[config.mk]
export PLATFORM = sky130hd
export DESIGN_NAME = vaddr_xlate
export DESIGN_NICKNAME = d
export VERILOG_FILES = /design/src/rtl/vx_pkg.sv /design/src/rtl/vx_rstsync.sv /design/src/rtl/vx_cfgregs.sv /design/src/rtl/vx_segdec.sv /design/src/rtl/vx_umap.sv /design/src/rtl/vaddr_xlate.sv
export SDC_FILE = /design/constraint.sdc
export NUM_CORES = 1
export LEC_CHECK = 0
export BUFFER_PORTS_ARGS = -buffer_cell sky130_fd_sc_hd__clkbuf_2
export CAP_MARGIN = 25
export CORE_MARGIN = 2
export CORE_UTILIZATION = 45
export DETAILED_ROUTE_END_ITERATION = 10
export PLACE_DENSITY_LB_ADDON = 0.1
export SYNTH_ARGS = -nofsm -noshare
export SYNTH_HDL_FRONTEND = slang
export SYNTH_HIERARCHICAL = 1
export SYNTH_SLANG_ARGS = --single-unit
[constraint.sdc]
create_clock -name clk -period 5.7 [get_ports clk]
set_input_delay 0.285 -clock clk [delete_from_list [all_inputs] [get_ports clk]]
set_output_delay 0.285 -clock clk [all_outputs]
set_load 0.01 [all_outputs]
[src/rtl/vx_pkg.sv]
package vx_pkg;
  localparam int unsigned VX_AW     = 32;
  localparam int unsigned VX_NCFG   = 4;
  localparam int unsigned VX_SEG_W  = 3;

  typedef enum logic [1:0] {
    K_FETCH = 2'd0,
    K_LOAD  = 2'd1,
    K_STORE = 2'd2,
    K_DATA  = 2'd3
  } acc_kind_e;

  typedef enum logic [1:0] {
    SEG_USER      = 2'd0,
    SEG_KCACHED   = 2'd1,
    SEG_KUNCACHED = 2'd2,
    SEG_KDIRECT   = 2'd3
  } seg_e;

  typedef enum logic [1:0] {
    CFG_IBASE  = 2'd0,
    CFG_ILIMIT = 2'd1,
    CFG_DBASE  = 2'd2,
    CFG_DLIMIT = 2'd3
  } cfg_sel_e;
endpackage

[src/rtl/vx_rstsync.sv]
module vx_rstsync #(
  parameter int unsigned STAGES = 2
) (
  input  logic clk,
  input  logic arst_n,
  output logic srst_n
);
  logic [STAGES-1:0] sync_q;
  logic [STAGES-1:0] sync_d;

  always_comb begin
    sync_d = {sync_q[STAGES-2:0], 1'b1};
  end

  always_ff @(posedge clk or negedge arst_n) begin
    if (!arst_n) sync_q <= '0;
    else         sync_q <= sync_d;
  end

  assign srst_n = sync_q[STAGES-1];
endmodule

[src/rtl/vx_cfgregs.sv]
module vx_cfgregs
  import vx_pkg::*;
#(
  parameter int unsigned AW = VX_AW
) (
  input  logic          clk,
  input  logic          rst_n,
  input  logic          we,
  input  logic [1:0]    sel,
  input  logic [AW-1:0] wdata,
  output logic [AW-1:0] ibase,
  output logic [AW-1:0] ilimit,
  output logic [AW-1:0] dbase,
  output logic [AW-1:0] dlimit
);
  logic [AW-1:0] reg_q [VX_NCFG];

  for (genvar g = 0; g < VX_NCFG; g++) begin : g_reg
    logic          hit;
    logic [AW-1:0] reg_d;

    always_comb begin
      hit   = we && (sel == 2'(g));
      reg_d = hit ? wdata : reg_q[g];
    end

    always_ff @(posedge clk or negedge rst_n) begin
      if (!rst_n)   reg_q[g] <= '0;
      else if (hit) reg_q[g] <= reg_d;
    end


    cfg_wr_chk: assert property (@(posedge clk) disable iff (!rst_n)
      (we && sel == 2'(g)) |=> (reg_q[g] == $past(wdata)));
  end

  assign ibase  = reg_q[CFG_IBASE];
  assign ilimit = reg_q[CFG_ILIMIT];
  assign dbase  = reg_q[CFG_DBASE];
  assign dlimit = reg_q[CFG_DLIMIT];
endmodule

[src/rtl/vx_segdec.sv]
module vx_segdec
  import vx_pkg::*;
(
  input  logic [VX_SEG_W-1:0] top_bits,
  input  logic                kmode,
  output seg_e                seg,
  output logic                kviol
);
  always_comb begin
    unique casez (top_bits)
      3'b0??:  seg = SEG_USER;
      3'b100:  seg = SEG_KCACHED;
      3'b101:  seg = SEG_KUNCACHED;
      default: seg = SEG_KDIRECT;
    endcase
    kviol = !kmode && top_bits[VX_SEG_W-1];
  end
endmodule

[src/rtl/vx_umap.sv]
module vx_umap
  import vx_pkg::*;
#(
  parameter int unsigned AW = VX_AW
) (
  input  logic [AW-1:0] vaddr,
  input  acc_kind_e     kind,
  input  logic [AW-1:0] ibase,
  input  logic [AW-1:0] ilimit,
  input  logic [AW-1:0] dbase,
  input  logic [AW-1:0] dlimit,
  output logic [AW-1:0] paddr,
  output logic          over
);
  logic [AW-1:0] base_sel;
  logic [AW-1:0] limit_sel;

  always_comb begin
    if (kind == K_FETCH) begin
      base_sel  = ibase;
      limit_sel = ilimit;
    end else begin
      base_sel  = dbase;
      limit_sel = dlimit;
    end
    over  = (vaddr >= limit_sel);
    paddr = vaddr + base_sel;
  end
endmodule

[src/rtl/vaddr_xlate.sv]
module vaddr_xlate
  import vx_pkg::*;
#(
  parameter int unsigned AW = VX_AW
) (
  input  logic          clk,
  input  logic          rst_n,
  input  logic          req_valid,
  input  logic [AW-1:0] req_vaddr,
  input  logic [1:0]    req_kind,
  input  logic          req_kmode,
  input  logic          cfg_we,
  input  logic [1:0]    cfg_sel,
  input  logic [AW-1:0] cfg_wdata,
  output logic          rsp_valid,
  output logic [AW-1:0] rsp_paddr,
  output logic          rsp_cached,
  output logic          rsp_err,
  output logic [AW-1:0] rsp_badva
);
  localparam int unsigned WIN_W = AW - VX_SEG_W;

  logic          rst_q_n;
  logic [AW-1:0] ibase, ilimit, dbase, dlimit;
  seg_e          seg;
  logic          kviol;
  logic [AW-1:0] u_paddr;
  logic          u_over;

  logic          nx_err, nx_cached, nx_valid;
  logic [AW-1:0] nx_paddr, nx_badva;
  logic          rsp_en, bad_en;

  vx_rstsync #(.STAGES(2)) u_rst (
    .clk    (clk),
    .arst_n (rst_n),
    .srst_n (rst_q_n)
  );

  vx_cfgregs #(.AW(AW)) u_cfg (
    .clk    (clk),
    .rst_n  (rst_q_n),
    .we     (cfg_we),
    .sel    (cfg_sel),
    .wdata  (cfg_wdata),
    .ibase  (ibase),
    .ilimit (ilimit),
    .dbase  (dbase),
    .dlimit (dlimit)
  );

  vx_segdec u_seg (
    .top_bits (req_vaddr[AW-1:WIN_W]),
    .kmode    (req_kmode),
    .seg      (seg),
    .kviol    (kviol)
  );

  vx_umap #(.AW(AW)) u_umap (
    .vaddr  (req_vaddr),
    .kind   (acc_kind_e'(req_kind)),
    .ibase  (ibase),
    .ilimit (ilimit),
    .dbase  (dbase),
    .dlimit (dlimit),
    .paddr  (u_paddr),
    .over   (u_over)
  );

  // next-state
  always_comb begin
    nx_err    = 1'b0;
    nx_cached = 1'b0;
    nx_paddr  = '0;
    unique case (seg)
      SEG_USER: begin
        if (u_over) nx_err = 1'b1;
        else begin
          nx_paddr  = u_paddr;
          nx_cached = 1'b1;
        end
      end
      SEG_KCACHED: begin
        nx_paddr  = {{VX_SEG_W{1'b0}}, req_vaddr[WIN_W-1:0]};
        nx_cached = 1'b1;
      end
      SEG_KUNCACHED: begin
        nx_paddr  = {{VX_SEG_W{1'b0}}, req_vaddr[WIN_W-1:0]};
        nx_cached = 1'b0;
      end
      default: begin
        nx_paddr  = req_vaddr;
        nx_cached = 1'b1;
      end
    endcase
    if (kviol) begin
      nx_err    = 1'b1;
      nx_paddr  = '0;
      nx_cached = 1'b0;
    end
    nx_valid = req_valid;
    rsp_en   = req_valid;
    bad_en   = req_valid && nx_err;
    nx_badva = req_vaddr;
  end

  // registers
  always_ff @(posedge clk or negedge rst_q_n) begin
    if (!rst_q_n) rsp_valid <= 1'b0;
    else          rsp_valid <= nx_valid;
  end

  always_ff @(posedge clk or negedge rst_q_n) begin
    if (!rst_q_n) begin
      rsp_paddr  <= '0;
      rsp_cached <= 1'b0;
      rsp_err    <= 1'b0;
    end else if (rsp_en) begin
      rsp_paddr  <= nx_paddr;
      rsp_cached <= nx_cached;
      rsp_err    <= nx_err;
    end
  end

  always_ff @(posedge clk or negedge rst_q_n) begin
    if (!rst_q_n)    rsp_badva <= '0;
    else if (bad_en) rsp_badva <= nx_badva;
  end


  user_kseg_chk: assert property (@(posedge clk) disable iff (!rst_q_n)
    (req_valid && !req_kmode && req_vaddr[AW-1]) |=> (rsp_valid && rsp_err));


  kseg_uncached_chk: assert property (@(posedge clk) disable iff (!rst_q_n)
    (req_valid && req_kmode && req_vaddr[AW-1:WIN_W] == 3'b101)
      |=> (!rsp_cached && !rsp_err && rsp_paddr[AW-1:WIN_W] == 3'b000));


  badva_cap_chk: assert property (@(posedge clk) disable iff (!rst_q_n)
    (rsp_valid && rsp_err) |-> (rsp_badva == $past(req_vaddr)));


  badva_hold_chk: assert property (@(posedge clk) disable iff (!rst_q_n)
    !(rsp_valid && rsp_err) |-> $stable(rsp_badva));


  rsp_valid_chk: assert property (@(posedge clk) disable iff (!rst_q_n)
    req_valid |=> rsp_valid);


  rsp_hold_chk: assert property (@(posedge clk) disable iff (!rst_q_n)
    !req_valid |=> (!rsp_valid && $stable(rsp_paddr) && $stable(rsp_err)));
endmodule

# After elaboration in Yosys (flattened, before gate mapping)
# Index checks and enable logic that the tools add are counted.
# totals
elab_cells,43
inputBits,73
reg_bits,197
output_inout_bits,67
# classes
eq_ne,7
n_addsub,1
n_bitwise,1
mux,12
reduce_logical,11
order_cmp,1
# op_table
operator,n
32-bit two-way mux,4
32-bit one-hot mux with 2 select lines,1
32-bit adder,1
32-bit >= comparator,1
2-bit equality test (second input constant),3
3-bit equality test (second input constant),2
1-bit logical AND,6
2-bit zero test,3
2-bit one-hot mux with 3 select lines,1
1-bit two-way mux,5
2-bit by 1-bit equality test with 1-bit output (second input constant),2
1-bit one-hot mux with 2 select lines,1
2-bit OR reduction,1
1-bit zero test,1
1-bit NOT,1

# Longest topological paths before layout
# Gate-level depths: netlist of run 1.
# logic_depth
word_depth,7
depth_mapped,17
depth_no_buf,16

# By module
# The synthesis of run 1 kept the hierarchy.
# modules_own_cells
module,area_each_um2,n_inst,cells_each
vx_cfgregs,4744.6,1,272
vx_umap,3049.2,1,361
vaddr_xlate,2936.6,1,196
vx_rstsync,53.8,1,3
vx_segdec,28.8,1,4

# Worst setup path before layout of run 1
# Ideal clock, no wire load.
# synth_path
kind,input -> register
start,input req_kind[1]
end,register rsp_badva[10]
path_slack_ps,1674
path_buffers,2
stages,16
arrival_ps,3901
path_cell_list,nor2_1 -> clkbuf_1 -> mux2i_1 -> ha_1 -> a21o_1 -> a21o_1 -> a21oi_1 -> o221a_2 -> o221ai_1 -> a221oi_1 -> o21ai_0 -> a221o_1 -> a21o_2 -> nand2_4 -> buf_6 -> mux2_4
# synth_via
elab_chain_cells,7
# synth_rtl
element,line,source
"start, declared",vaddr_xlate.sv:10,"input logic [1:0] req_kind,"
2-bit zero test,vx_umap.sv:19,if (kind == K_FETCH) begin
32-bit two-way mux,vx_umap.sv:19,
32-bit >= comparator,vx_umap.sv:26,over = (vaddr >= limit_sel);
named net u_over,vaddr_xlate.sv:28,logic u_over;
1-bit two-way mux,vaddr_xlate.sv:77,if (u_over) nx_err = 1'b1;
1-bit two-way mux,vaddr_xlate.sv:75,unique case (seg)
1-bit two-way mux,vaddr_xlate.sv:96,if (kviol) begin
1-bit logical AND,vaddr_xlate.sv:103,bad_en = req_valid && nx_err;
"end signal, assigned",vaddr_xlate.sv:127,else if (bad_en) rsp_badva <= nx_badva;
"end, declared",vaddr_xlate.sv:19,output logic [AW-1:0] rsp_badva
# The timed path passes the listed nets, and every way through them passes these cells.
# A chain may end at the register's enable or synchronous reset.

# Final worst setup path of run 1
# layout_path
start,input req_kind[1]
end,register rsp_badva[6]
# Same word-level chain as after synthesis.

==> results.tsv, run 1 <==
metric	value	unit
internal-power	2.99	mW
worstPathArrival	4.73	ns
num_vias	7176	
hold_viol_final	0	
startpoint_type	primary input	
synth-seq-cells	197	
grt_overflow	0	
netlist_area	10800	um^2
fin_util	52.8	%
r2r_setup_slack	1.49	ns
clock-root-buffer	clkbuf_16	
maxCapViolCount	0	
tns	0	ns
synth_edf_count	0	
hold_class	primary input to flop	
die_y	159	um
hpwlAfterDp	17900	um
h-tree-depth	4	
crit_type	primary input to flop	
use_met1	31.7	%
worstPathRequired	6.02	ns
grtUsageTotal	21.5	%
fin_crit	4.41	ns
ys_seq_area_share	45.6	%
layout-drive-gt1-share	40.7	%
pwr-share-clk	26.5	%
crit_chain	clkbuf_2 > nor2_4 > buf_12 > mux2i_1 > ha_1 > a21o_1 > a21o_1 > a21oi_1 > o221ai_1 > a221oi_1 > o21ai_0 > a221o_1 > a21o_2 > nand2_4 > buf_4 > mux2_4	
fin_skew	0.0108	ns
ys_types	67	
io_buffers	139	
start_util	45.9	%
yosysWarnings	6	
tritoncts	built	
place_congestion	0.811	
antennaDiodeCount	0	
fp.dieW	159	um
crit_start	req_kind[1]	
numClockSinks	197	
combPwrFrac	32.5	%
ioPinCount	140	
drv_slew	0	
die-area	25300	um^2
area_delta_synth_final	14.9	%
rsz0062_at_grt	false	
multiInputGateArea	5600	um^2
power_frac_seq	41.0	%
grt_pass1_wl	43100	um
viasPerCell	5.49	
grt_max_degree	122	
cp_top_family	compound AO/OA/AOI/OAI gates	
slew_headroom	36.7	%
r2r-start	u_cfg/ilimit[5]	
p_sw	1.47	mW
use_met2	34.1	%
fmax	227	MHz
p_sw_share	33.0	%
cp.depth	16	
dp_cells	1273	
grt_pass1_vias	7542	
finalCritPeriodShare	77.3	%
ant_nets	0	
powerDensity	359	nW/um^2
whs	0.126	ns
clockBufferDepth	2	
seq_area	4930	um^2
crit_end	rsp_badva[6]	
setup_violations	0	
p_leak	5.90	nW
antenna_found_initial	0	
instances_no_fill	1307	
path_buf_inv	3	
worstMarginPinSlew	0.948	ns
ys.flop_type	dfrtp_1	
cts.clk_slew.worst_paths	0.08	ns
use_met3	3.07	%
wl	26300	um
wire_per_inst	20.1	um
ctsResizeCount	0	
ir_drop	0.000187	V
synth_fp_nets	976	
cts_made_buffers	17	
drc	0	
grt-busiest-layer	met2	
syn-instance-count	836	
drt_iter0_drc	338	
clock_latency	0.44	ns
num_rows	56	
ff2ff_path_depth	14	
post_cts_buffers	0	
syn_area_per_cell	12.9	um^2
path_common_cell	a21o_1	
r2r_end	rsp_badva[6]	
slowest_delay	0.51	ns
status	finished clean	
core-area	23500	um^2
synthArstFlopShare	100	%
nets	1115	
critical_path.slowest_cell	nor2_4	
dr.pass1.iters	5	
hold_buffers	1	
cp_max_fo	26	
crit_path_end_kind	flop	
fill_cells	2105	
## flip-flops by register name, indices dropped and copies added, names as in the netlist, 2 cells and up
name	flops
u_rst/sync_q	2
u_cfg/ibase	32
u_cfg/ilimit	32
u_cfg/dbase	32
u_cfg/dlimit	32
rsp_badva	32
rsp_paddr	32
## per-layer routing
metal	up-vias	share of wire, %	wire length (um)
li1	3396	-	-
met1	3647	51	13300
met2	119	46	12100
met3	14	2.9	751
met4	0	0.64	169
met5	-	0	0
## Yosys cell counts (2+ instances only)
cell type,count,share of area [%]
a21oi_1,35,1.6
nor2b_1,34,2.0
and3_1,5,0.29
inv_1,13,0.45
mux2_4,29,4.0
and4_1,4,0.32
o21a_1,3,0.21
a31oi_1,4,0.23
buf_6,10,1.0
o21ai_0,12,0.56
buf_2,14,0.65
o21bai_1,2,0.14
clkbuf_1,6,0.21
nand4_1,7,0.40
nor2_1,20,0.69
buf_4,6,0.42
nor3_1,5,0.23
mux2i_1,32,3.0
ha_1,66,7.6
mux2_2,161,17
nand3b_1,4,0.28
dfrtp_1,197,46
mux2_1,2,0.21
xor2_1,14,1.1
a211oi_1,2,0.14
nand2_1,14,0.49
nand2b_1,3,0.17
or2_2,2,0.12
xnor2_1,17,1.4
a21o_2,2,0.16
o211ai_1,4,0.28
a21o_1,36,2.5
nand3_1,4,0.19
a221o_1,33,3.1
or3_1,2,0.12
## logic make-up after synthesis
group	after synthesis	share of synthesized area (%)
compound gates	156	11.2
xor+xnor	31	2.51
fa+ha+maj	67	7.82
buf+inv	49	2.77
flops	197	45.6
mux	224	24.0
other cells	1	0.0347
simple gates	111	6.06
## area by class of cell
class                   count  area share [%]
multi-input cells         590            45.1
flip-flops and latches    197            39.7
repair buffers            156            7.01
clock buffers              17            3.42
well taps                 319            3.21
clock inverters            15            1.16
inverters                  13           0.393
## power by group through the flow
| stage | registers (mW) | logic, mW | clock network [mW] |
|---|---|---|---|
| detailed placement | 1.86 | 1.44 | 0 |
| global route | 1.86 | 1.61 | 1.28 |
| CTS | 1.84 | 1.45 | 1.22 |
| floorplan | 1.89 | 0.986 | 0 |
| global placement | 1.86 | 1.43 | 0 |
| finish | 1.83 | 1.45 | 1.18 |
## per-stage QoR
| step | instance area [um^2] | total power, mW | setup slack [ns] |
|---|---|---|---|
| 5_1_grt | 12400 | 4.75 | 1.11 |
| 2_1_floorplan | 10800 | 2.87 | 1.67 |
| 3_3_place_gp | 11800 | 3.29 | 1.04 |
| 6_report | 12400 | 4.46 | 1.29 |
| 4_1_cts | 12400 | 4.50 | 1.33 |
| 3_5_place_dp | 11800 | 3.30 | 0.863 |
## placed cells by master (no fill, tap or decap), types with 2 or more instances in the layout
| cell | instances |
|---|---|
| and3_1 | 5 |
| ha_1 | 66 |
| and4_1 | 4 |
| nor3_1 | 5 |
| a21o_2 | 2 |
| a21o_1 | 36 |
| mux2_2 | 161 |
| nand4_1 | 7 |
| nand2b_1 | 3 |
| o21a_1 | 3 |
| or2_2 | 2 |
| clkbuf_16 | 17 |
| nand3_1 | 4 |
| inv_1 | 13 |
| o21bai_1 | 2 |
| a31oi_1 | 4 |
| nand2_1 | 14 |
| clkinv_2 | 3 |
| nand3b_1 | 4 |
| a21oi_1 | 35 |
| mux2i_1 | 32 |
| xnor2_1 | 17 |
| a221o_1 | 33 |
| nor2_1 | 18 |
| nor2b_1 | 34 |
| buf_4 | 13 |
| xor2_1 | 14 |
| clkbuf_2 | 139 |
| a211oi_1 | 2 |
| dfrtp_1 | 196 |
| or3_1 | 2 |
| mux2_4 | 29 |
| o21ai_0 | 12 |
| buf_12 | 2 |
| clkinv_8 | 3 |
| mux2_1 | 2 |
| o211ai_1 | 4 |
| inv_6 | 7 |
## how the worst min path moves through the flow
stage | from | endpoint | cells past startpoint
2_1_floorplan | rst_n | u_rst/sync_q[0] | 0
3_3_place_gp | rst_n | u_rst/sync_q[0] | 1
3_5_place_dp | rst_n | u_rst/sync_q[0] | 1
4_1_cts | cfg_wdata[14] | u_cfg/ilimit[14] | 2
5_1_grt | cfg_wdata[10] | u_cfg/ilimit[10] | 2
6_report | cfg_wdata[10] | u_cfg/dlimit[10] | 2
(Power assumes the default switching activity.)
==> run 2: changes to the inputs <==
Settings changed: ABC_AREA set to 1.
Clock period 5.7 ns to 4.5 ns, I/O delays scaled along.
==> run 2 against run 1 <==
Net effect:
- total power is 29% higher
- sequential power is 22% higher
- count of clock-buffer cells in the layout is 1 higher
- clock power is 39% higher
- critical path depth stayed put
- die area is 15% higher
- final area is 13% higher
- largest power group unchanged
==> results.tsv, run 2 <==
metric	value	unit
h-tree-depth	4	
fp.dieW	170	um
die-area	29000	um^2
fmax	350	MHz
synth_area_leader_cell	dfrtp_1	
crit_path_end_kind	flop	
holdPathStages	3	
whs	0.0507	ns
tritoncts	built	
setup_violations	0	
rsz0062_at_grt	false	
syn-instance-count	1721	
cts_made_buffers	17	
synth_edf_count	0	
tns	0	ns
ys_seq_area_share	39.7	%
wl_met2	15300	um
ioPinCount	140	
io_buffers	139	
num_vias	11300	
cts.clk_slew.worst_paths	0.09	ns
crit_type	primary input to flop	
grtUsageTotal	25.2	%
worstPathArrival	3.15	ns
finalCritPeriodShare	63.5	%
grt_max_degree	88	
crit_chain	clkbuf_2 > nor2_4 > buf_12 > buf_4 > mux2i_1 > ha_1 > a21oi_1 > o21ai_0 > nand2_1 > nand3_1 > a21oi_1 > nand2_1 > nand2_1 > nand2_1 > nand2_2 > o21ai_0	
top_layer_used	met4	
cp_max_fo	36	
synthSimpleGateAreaFrac	35.9	%
wl	35800	um
clock-root-buffer	clkbuf_16	
synth-seq-cells	197	
num_rows	60	
grt_pass1_wl	57400	um
power_frac_seq	39.1	%
drt_iter0_drc	1000	
p_sw_share	38.6	%
ff2ff_path_depth	19	
synth_compound_area_share	2.46	%
fin_crit	2.86	ns
combPwrFrac	32.2	%
dr.pass1.iters	5	
synth.top_cells.by_count	759 x nand2_1, 197 x dfrtp_1, 171 x inv_1	
worstMarginPinSlew	0.814	ns
netlist_area	12400	um^2
worstPathRequired	4.79	ns
start_util	46.0	%
layout_common_cells	759 x nand2_1, 196 x dfrtp_1, 171 x inv_1, 137 x clkbuf_2, 102 x nand4_1	
area_delta_synth_final	12.5	%
pwr-share-clk	28.7	%
slew_headroom	45.7	%
drv_slew	0	
p_sw	2.22	mW
critical_path.slowest_cell	nand2_2	
clock_latency	0.45	ns
core-area	27000	um^2
nets	1960	
internal-power	3.52	mW
powerDensity	410	nW/um^2
viasPerCell	5.19	
netlist.area_leader.share	39.7	%
finalPower	5.74	mW
ys_types	35	
place_congestion	0.855	
maxCapViolCount	0	
synthMuxAreaShare	5.30	%
antennaDiodeCount	0	
p_leak	8.16	nW
netlist_top_cells_area	dfrtp_1 40%, nand2_1 23%, ha_1 6.6%	
synth_fp_nets	1861	
syn_area_per_cell	7.22	um^2
clockBufferDepth	2	
synthAdderAreaFrac	6.80	%
startpoint_type	primary input	
final_common_cell	nand2_1	
grt_overflow	0	
synth-xor-area-share	1.06	%
path_common_cell	nand2_1	
hold_viol_final	0	
slowest_delay	0.52	ns
drc	0	
ir_drop	0.000215	V
numClockSinks	197	
fin_util	51.7	%
die_y	170	um
grt_pass1_vias	10600	
drt-met1-wl	18400	um
status	finished clean	
fin_skew	0.0190	ns
synthArstFlopShare	100	%
wire_per_inst	16.5	um
hold_class	primary input to flop	
ant_nets	0	
ys.flop_type	dfrtp_1	
synth_most_common_cell	nand2_1	
wl_met3	1460	um
yosysWarnings	6	
layout-drive-gt1-share	14.0	%
hpwlAfterDp	25400	um
synth_top_family_by_area	simple AND/OR/NAND/NOR gates	
antenna_found_initial	0	
-- run 2: path summary, 6_finish.rpt --
check	end	from	slack, ns
worst max-delay path	rsp_badva[31]	req_kind[1]	1.64
worst max register to register	rsp_paddr[28]	u_cfg/dbase[1]	1.71
min in group asynchronous	u_rst/sync_q[1]	rst_n	0.07
worst min register to register	u_rst/sync_q[1]	u_rst/sync_q[0]	0.36
worst min-delay path	u_cfg/ibase[3]	cfg_wdata[3]	0.05
max in group asynchronous	rsp_badva[18]	u_rst/sync_q[1]	3.17
-- run 2: area by class of cell --
class / count / area, um^2
Clock buffer: 18 / 439
Clock inverter: 14 / 190
Fill cell: 2692 / 13000
Inverter: 174 / 656
Multi-Input combinational cell: 1268 / 6420
Sequential cell: 197 / 4930
Tap cell: 341 / 427
Timing Repair Buffer: 162 / 918
-- run 2: layer usage --
metal	up-vias	GRT usage [%]
met4	0	6.50
met5	-	0
met2	282	37.2
li1	5673	-
met1	5286	39.2
met3	41	2.84
-- run 2: logic make-up after synthesis --
kind of cell	Yosys count
multiplexers	62
buffers and inverters	256
flip-flops	197
AO/OA/AOI/OAI	56
AND/OR/NAND/NOR	1067
XOR/XNOR	15
adder cells (fa/ha/maj)	67
other	1
-- run 2: repair_timing --
action / in CTS / in global routing
gates resized for setup: 0 / 0
hold endpoints to repair: 2 / 0
setup buffers: 0 / 0
hold buffers: 1 / 0
-- run 2: metrics by stage --
stage,worst slack [ns],cell area [um^2],instances
6_report,1.64,14000,2174
5_1_grt,1.27,14000,2174
4_1_cts,1.61,14000,2174
3_5_place_dp,1.17,13300,2141
3_3_place_gp,1.23,13300,2140
2_1_floorplan,1.25,12400,1721
-- run 2: worst max-delay path, delay by kind of cell --
family          cells  cell delay [ns]
compound gates      4             0.52
fa+ha+maj           1             0.27
buf+inv             3             0.59
mux                 1             0.23
simple gates        7             1.28
-- run 2: power groups by stage --
stage | registers [mW] | clock network [mW] | logic (mW)
floorplan | 2.31 | 0 | 1.22
global placement | 2.27 | 0 | 1.80
detailed placement | 2.28 | 0 | 1.83
CTS | 2.24 | 1.67 | 1.84
global route | 2.28 | 1.74 | 2.10
finish | 2.24 | 1.64 | 1.85
==> run 3: changes to the inputs <==
Clock period 4.5 ns to 2.5 ns, I/O delays scaled along.
==> run 3 against run 2 <==
Net effect:
- the flow now finishes with violations (setup timing)
- non-clock buffer count is 127 higher
- via count grew 4.8%
- cell count is 5.8% higher
- final area rose by 12%
- largest cell class unchanged
- combinational power is 120% higher
- global-route usage rose by 0.73 points
- first-iteration DRC count is 17% lower
- sequential share of layout area decreased by 3.7 points
- flip-flop and latch count is the same
- die area stayed put
- sequential power up 81%
==> results.tsv, run 3 (synthesis results as in run 2) <==
metric	value	unit
startpoint_type	flop	
h-tree-depth	4	
start_util	46.0	%
drv_slew	0	
cts_made_buffers	17	
fin_util	57.8	%
slew_headroom	52.1	%
final_common_cell	nand2_1	
drt_iter0_drc	834	
cts.clk_slew.worst_paths	0.09	ns
maxCapViolCount	0	
worstPathRequired	2.88	ns
die-area	29000	um^2
grt_pass1_vias	11000	
layout_common_cells	734 x nand2_1, 196 x dfrtp_1, 170 x inv_1, 138 x clkbuf_2, 102 x nand4_1	
nets	2087	
whs	0.0182	ns
worstMarginPinSlew	0.719	ns
hold_class	primary input to flop	
clock-root-buffer	clkbuf_16	
viasPerCell	5.14	
seq_area	4930	um^2
grt_pass1_wl	59400	um
crit_type	flop to flop	
area_delta_synth_final	25.6	%
fill_cells	2588	
wire_per_inst	16.5	um
placed_cell_area	14000	um^2
design_area	15600	um^2
tns	-0.00318	ns
crit_start	u_cfg/dlimit[5]	
wl	38000	um
ant_nets	0	
pre_cts_slack	-0.382	ns
ioPinCount	140	
dp_cells	2219	
fmax	399	MHz
ir_drop	0.000445	V
finalPower	11.0	mW
antennaDiodeCount	0	
fp.dieW	170	um
die_y	170	um
dr.pass1.iters	5	
layout_setup_ws	-0.00318	ns
numClockSinks	197	
hold_viol_final	0	
layout-drive-gt1-share	21.9	%
io_buffers	139	
hpwlAfterDp	26500	um
failed_checks	setup timing	
setup_violations	1	
min_from	req_vaddr[26]	
instances_no_fill	2301	
num_rows	60	
slowest_delay	0.42	ns
drc	0	
cp_top_family	simple AND/OR/NAND/NOR gates	
crit_path_end_kind	flop	
critical_path.slowest_cell	dfrtp_1	
grt_overflow	0	
core-area	27000	um^2
antenna_found_initial	0	
crit_chain	mux2i_4 > ha_1 > a21oi_1 > o21a_1 > nand3_2 > nand2_1 > nand2_2 > nand2_2 > nand2_4 > nor2_4 > clkbuf_16 > nand2_1 > nand2_1 > nand2_1 > nand2_1	
grt_max_degree	66	
cp_max_fo	8	
clockBufferDepth	2	
grtUsageTotal	26.0	%
fin_skew	0.0181	ns
worstPathArrival	2.89	ns
path_common_cell	nand2_1	
path_buf_inv	1	
r2r-start	u_cfg/dlimit[5]	
clock_latency	0.45	ns
multiInputGateArea	6840	um^2
powerDensity	702	nW/um^2
p_leak	8.83	nW
tritoncts	built	
finalCritPeriodShare	100	%
status	complete, but fails checks	
place_congestion	0.852	
fin_crit	2.50	ns
rsz0062_at_grt	true	
num_vias	11800	
[run 3: cell count changes in the layout (fill, tap and decap cells not counted), moves of 11 or more]
cell           previous run  this run
buf_4                    20        93
dlygate4sd3_1             1        40
ha_1                     66        47
ha_4                      0        11
nand2_1                 759       734
nand2_2                  20        42
nor2_1                   79        66
nor2_2                    2        13
[run 3: final cells by class]
cell class	instances	share of cell area, %
inverter	174	4.20
clock buffer	18	2.75
tap	341	2.73
sequential	197	31.6
clock inverter	14	1.16
multi-input combinational	1268	43.8
timing repair buffer	289	13.7
[run 3: report_power, final]
part           internal (mW)  switching [mW]  total [mW]
Clock                   1.37            1.49        2.86
Sequential              3.72           0.324        4.05
Combinational           1.70            2.34        4.04
[run 3: final timing paths]
check	endpoint	slack [ns]	depth (start not counted)
hold / removal	rsp_badva[26]	0.02	3
hold reg to reg	u_rst/sync_q[1]	0.36	0
setup / recovery	rsp_paddr[3]	-0.003	15
min in group asynchronous	u_cfg/dlimit[4]	0.39	0
setup reg to reg	rsp_paddr[3]	-0.003	15
max in group asynchronous	u_cfg/dbase[11]	1.43	1
[run 3: repair_timing]
item / in CTS / in global routing
setup endpoints to repair: 2 / 65
hold buffers: 40 / 0
pin swaps: 0 / 25
gates resized for setup: 2 / 101
endpoints found under the hold margin: 120 / 0
setup buffers: 0 / 5
gates cloned: 0 / 5
[run 3: worst min-delay path: cells and delay by family]
family                 cells  cell delay [ns]
buffers and inverters      1             0.15
AND/OR/NAND/NOR            2             0.15
[run 3: routing by layer]
metal / GRT usage [%] / up-vias / part of all wire [%]
met5: 0 / - / 0
li1: - / 5927 / -
met4: 5.39 / 0 / 1.0
met1: 39.2 / 5569 / 50
met3: 2.93 / 27 / 4.4
met2: 40.0 / 303 / 45
